$ cat src/rtl/vip_pkg.sv
package vip_pkg;
  typedef struct packed {
    logic vSet;
    logic hSet;
    logic vClr;
    logic hClr;
    logic pulseLoad;
  } vipStrobe_t;
endpackage

$ cat src/rtl/vip_ctrl.sv
module vip_ctrl
  import vip_pkg::*;
#(
  parameter int MASK_W  = 3,
  parameter int V_LEVEL = 6,
  parameter int H_LEVEL = 4
) (
  input  logic              clk,
  input  logic              rstN,
  input  logic              vblankReq,
  input  logic              hblankReq,
  input  logic              intAck,
  input  logic [MASK_W-1:0] iplNow,
  output vipStrobe_t        strobe
);
  localparam logic [MASK_W-1:0] V_CODE = MASK_W'(V_LEVEL);
  localparam logic [MASK_W-1:0] H_CODE = MASK_W'(H_LEVEL);

  logic vDly, hDly;

  always_ff @(posedge clk or negedge rstN) begin
    if (!rstN) begin
      vDly <= 1'b0;
      hDly <= 1'b0;
    end else begin
      vDly <= vblankReq;
      hDly <= hblankReq;
    end
  end

  always_comb begin
    strobe.vSet      = vblankReq & ~vDly;
    strobe.hSet      = hblankReq & ~hDly;
    strobe.pulseLoad = vblankReq & ~vDly;
    strobe.vClr      = intAck && (iplNow == V_CODE);
    strobe.hClr      = intAck && (iplNow == H_CODE);
  end
endmodule

$ cat src/rtl/vip_datapath.sv
module vip_datapath
  import vip_pkg::*;
#(
  parameter int MASK_W    = 3,
  parameter int V_LEVEL   = 6,
  parameter int H_LEVEL   = 4,
  parameter int PULSE_LEN = 128
) (
  input  logic              clk,
  input  logic              rstN,
  input  vipStrobe_t        strobe,
  input  logic [MASK_W-1:0] cpuMask,
  input  logic              subTick,
  output logic [MASK_W-1:0] iplOut,
  output logic              subInt
);
  localparam int CNT_W = $clog2(PULSE_LEN + 1);
  localparam logic [MASK_W-1:0] V_CODE = MASK_W'(V_LEVEL);
  localparam logic [MASK_W-1:0] H_CODE = MASK_W'(H_LEVEL);
  localparam logic [CNT_W-1:0]  LEN_CODE = CNT_W'(PULSE_LEN);

  logic              vPend, hPend;
  logic [MASK_W-1:0] iplNext;
  logic [CNT_W-1:0]  pulseCnt;

  always_comb begin
    iplNext = '0;
    if (cpuMask < V_CODE) begin
      if (vPend) iplNext = V_CODE;
      else if (hPend && (cpuMask < H_CODE)) iplNext = H_CODE;
    end
  end

  always_ff @(posedge clk or negedge rstN) begin
    if (!rstN) begin
      vPend    <= 1'b0;
      hPend    <= 1'b0;
      iplOut   <= '0;
      pulseCnt <= '0;
    end else begin
      if (strobe.vSet)      vPend <= 1'b1;
      else if (strobe.vClr) vPend <= 1'b0;
      if (strobe.hSet)      hPend <= 1'b1;
      else if (strobe.hClr) hPend <= 1'b0;
      iplOut <= iplNext;
      if (strobe.pulseLoad)                 pulseCnt <= LEN_CODE;
      else if (subTick && pulseCnt != '0)   pulseCnt <= pulseCnt - 1'b1;
    end
  end

  assign subInt = (pulseCnt != '0);
endmodule

$ cat src/rtl/vid_irq_prio.sv
module vid_irq_prio
  import vip_pkg::*;
#(
  parameter int MASK_W    = 3,
  parameter int V_LEVEL   = 6,
  parameter int H_LEVEL   = 4,
  parameter int PULSE_LEN = 128
) (
  input  logic              clk,
  input  logic              rstN,
  input  logic              vblankReq,
  input  logic              hblankReq,
  input  logic [MASK_W-1:0] cpuMask,
  input  logic              intAck,
  input  logic              subTick,
  output logic [MASK_W-1:0] cpuIpl,
  output logic              subInt
);
  vipStrobe_t strobe;

  vip_ctrl #(.MASK_W(MASK_W), .V_LEVEL(V_LEVEL), .H_LEVEL(H_LEVEL)) u_ctrl (
    .clk(clk), .rstN(rstN), .vblankReq(vblankReq), .hblankReq(hblankReq),
    .intAck(intAck), .iplNow(cpuIpl), .strobe(strobe)
  );

  vip_datapath #(.MASK_W(MASK_W), .V_LEVEL(V_LEVEL), .H_LEVEL(H_LEVEL),
                 .PULSE_LEN(PULSE_LEN)) u_dp (
    .clk(clk), .rstN(rstN), .strobe(strobe), .cpuMask(cpuMask),
    .subTick(subTick), .iplOut(cpuIpl), .subInt(subInt)
  );
endmodule

$ cat config.mk
export PLATFORM = sky130hd
export DESIGN_NAME = vid_irq_prio
export DESIGN_NICKNAME = d
export VERILOG_FILES = /design/src/rtl/vip_pkg.sv /design/src/rtl/vip_ctrl.sv /design/src/rtl/vip_datapath.sv /design/src/rtl/vid_irq_prio.sv
export SDC_FILE = /design/constraint.sdc
export NUM_CORES = 1
export LEC_CHECK = 0
export BUFFER_PORTS_ARGS = -buffer_cell sky130_fd_sc_hd__buf_2
export CORE_MARGIN = 2
export CORE_UTILIZATION = 35
export CTS_CLUSTER_SIZE = 14
export DETAILED_ROUTE_END_ITERATION = 10
export PLACE_DENSITY = 0.68
export SLEW_MARGIN = 20
export SYNTH_ARGS = -nofsm -noshare
export SYNTH_HDL_FRONTEND = slang
export SYNTH_SLANG_ARGS = --single-unit
$ cat constraint.sdc
create_clock -name clk -period 1.6 [get_ports clk]
set_input_delay 0.08 -clock clk [delete_from_list [all_inputs] [get_ports clk]]
set_output_delay 0.08 -clock clk [all_outputs]
set_load 0.02 [all_outputs]
==> flow_metrics.tcl <==
set metrics [dict create \
    status "finished with violations" \
    violations "setup timing" \
    synth.distinct_cells 29 \
    synth-seq-cells 14 \
    max_freq_ghz 0.608 \
    crit_start "u_dp.pulseCnt[0]$_DFFE_PN0P_" \
    finalInstanceArea_um2 966 \
    timing.critical_path.slowest_stage_cell "or4b_4" \
    fin_crit_sh_pct 103 \
    syn_area_per_cell_um2 10.3 \
    die_h_um 48.3 \
    crit_path_max_incr_delay_ns 0.54 \
    hp-start "cpuMask[1]" \
    core_um2 1900 \
    viasPerCell 4.89 \
    start_util_pct 36.2 \
    grt_util_all_layers_pct 13.4 \
    yosysTopAreaCell "dfrtp_1" \
    antennaDiodeCount 0 \
    netlist_area_um2 688 \
    clockBufferDepth 2 \
    fin_tns_setup_ns -0.0466 \
    die_area_um2 2340 \
    cts_tree "built" \
    worstReg2RegStart "u_dp.pulseCnt[0]$_DFFE_PN0P_" \
    wl_per_cell_um 11.4 \
    p_leak_nw 0.450 \
    maxCapViolCount 0 \
    peakVddDrop_v 0.000946 \
    syn2layout_area_growth_pct 40.4 \
    port_buffers 10 \
    overflow 0 \
    grt_max_degree 15 \
    postRouteAntennaNets 0 \
    synth_top_area_share_pct 50.9 \
    num_vias 606 \
    cts_made_buffers 3 \
    clkSinkCount 14 \
    final_max_slew_viol_count 0 \
    final_cell_mix "buf_4 (14), dfrtp_1 (14), nand2_1 (10), buf_2 (10), o21ai_0 (5)" \
    crit_path_end_kind "register" \
    syn_nets 77 \
    cp_top_family "simple AND/OR/NAND/NOR gates" \
    grt_pass1_vias 601 \
    critical_path_class "reg -> reg" \
    crit_buf_inv 1 \
    cts-root-buf "clkbuf_4" \
    antenna_found_initial 0 \
    clk_pin_slew_ns 0.08 \
    yosys_warnings 0 \
    hold_viol_final 0 \
    totalWireLength_um 1420 \
    synth_area_leaders "dfrtp_1 (51%), nand2_1 (5.5%), o21ai_0 (4.4%), a2111o_1 (3.3%), a21oi_1 (2.9%)" \
    hp-class "in -> reg" \
    clkLatencyLatePin_ns 0.28 \
    die-width_um 48.3 \
    cp_max_fo 5 \
    final_nets 109 \
    fin_ws_ns -0.0447 \
    rsz0062_at_grt "true" \
    synth-seq-area-share_pct 50.9 \
    row_count 16 \
    grt_pass1_wl_um 2420 \
    power.density_nw_per_um2 1630 \
    drive_above_1_share_pct 38.1 \
    dpl.hpwl_um 1040 \
    clock_skew_ns 0.000546 \
    arrival_ns 1.86 \
    setup.worst_path.start_class "register" \
    path_cells "buf_4 > or4b_4 > or4_1 > nand3_1" \
    period_minus_slack_ns 1.64 \
    post_synth_inst_count 67 \
    drtIter0Drc 7 \
    ios 13 \
    setup_viol 2 \
    cts-htree-levels 1 \
    drc_errors 0 \
    drt-pass1-iter-count 3 \
    cp.required_ns 1.82 \
    dpl-instance-area_um2 860 \
    place_congestion 0.812 \
    pre_cts_ws_ns -0.0930 \
]
==> layout make-up <==
type | instances | area, µm²
flip-flops and latches | 14 | 350
fillers | 179 | 936
repair buffers | 28 | 196
clock buffers | 3 | 22.5
multi-input cells | 48 | 348
well taps | 27 | 33.8
inverters | 4 | 15.0
==> metal layers <==
| layer | GRT usage [%] | share of wire, % | vias up | routed length (µm) |
|---|---|---|---|---|
| met3 | 2.78 | 3.5 | 3 | 50 |
| met1 | 16.1 | 47 | 288 | 667 |
| met4 | 8.10 | 1.9 | 0 | 27 |
| met5 | 0 | 0 | - | 0 |
| li1 | - | - | 302 | - |
| met2 | 22.0 | 47 | 13 | 672 |
==> report_power, final <==
part           internal [mW]  switching [mW]
combinational          0.453           0.388
sequential             0.463          0.0721
clock                 0.0874           0.108
==> cell families (layout without fill, tap and decap cells) <==
kind of cell,count (synthesis),after routing,synth area share (%)
DFF,14,14,50.9
adders and majority gates,1,1,1.82
AOI/OAI and AO/OA,17,17,16.4
other,1,1,0.545
and+or+nand+nor,26,26,22.5
muxes,3,3,4.55
buffers and inverters,5,35,3.27
==> what timing repair did <==
action                     CTS  global route
pin swaps                    3             2
hold endpoints to repair    16             0
resized for setup            7             1
setup buffers                3             0
hold buffers                 3             0
setup endpoints to repair    5             6
==> registers in the layout (all words and copies together), names as in the netlist <==
name / cells
u_ctrl.vDly: 1
u_dp.iplOut: 2
u_dp.pulseCnt: 8
u_dp.hPend: 1
u_ctrl.hDly: 1
u_dp.vPend: 1
==> worst paths after layout <==
kind,endpoint,slack [ns],depth (start not counted)
setup / recovery,u_dp.pulseCnt[7]$_DFFE_PN0P_,-0.04,4
hold / removal,u_dp.iplOut[1]$_DFF_PN0_,0.02,2
setup reg to reg,u_dp.pulseCnt[7]$_DFFE_PN0P_,-0.04,4
hold reg to reg,u_dp.hPend$_DFFE_PN0P_,0.42,1
max in group asynchronous,u_dp.pulseCnt[1]$_DFFE_PN0P_,1.14,2
min in group asynchronous,u_dp.pulseCnt[6]$_DFFE_PN0P_,0.22,2
==> synth_stat cells, drive strengths merged <==
cell type,count
or4,2
mux2i,2
or2,1
nor4,1
nor3b,1
nor2b,1
nand2,10
dfrtp,14
o21ai,6
a2111oi,1
a21o,1
nand3,2
ha,1
nor2,2
nand2b,2
mux2,1
and3b,1
a21oi,4
buf,1
nand4b,1
nor3,1
a21boi,2
o41ai,1
or4b,1
a2111o,2
conb,1
inv,4
==> through the flow <==
stage | total power, mW | hold WS [ns] | util, % | std cells
2_1_floorplan | 0.932 | -0.216 | - | 67
6_report | 1.57 | 0.0234 | 50.8 | 124
4_1_cts | 1.57 | 0.0246 | 50.8 | 124
5_1_grt | 1.69 | 0.0403 | 50.8 | 124
3_3_place_gp | 1.22 | -0.0101 | 45.2 | 115
3_5_place_dp | 1.23 | -0.000908 | 45.2 | 115
No activity file was read; power rests on OpenSTA's default activity.
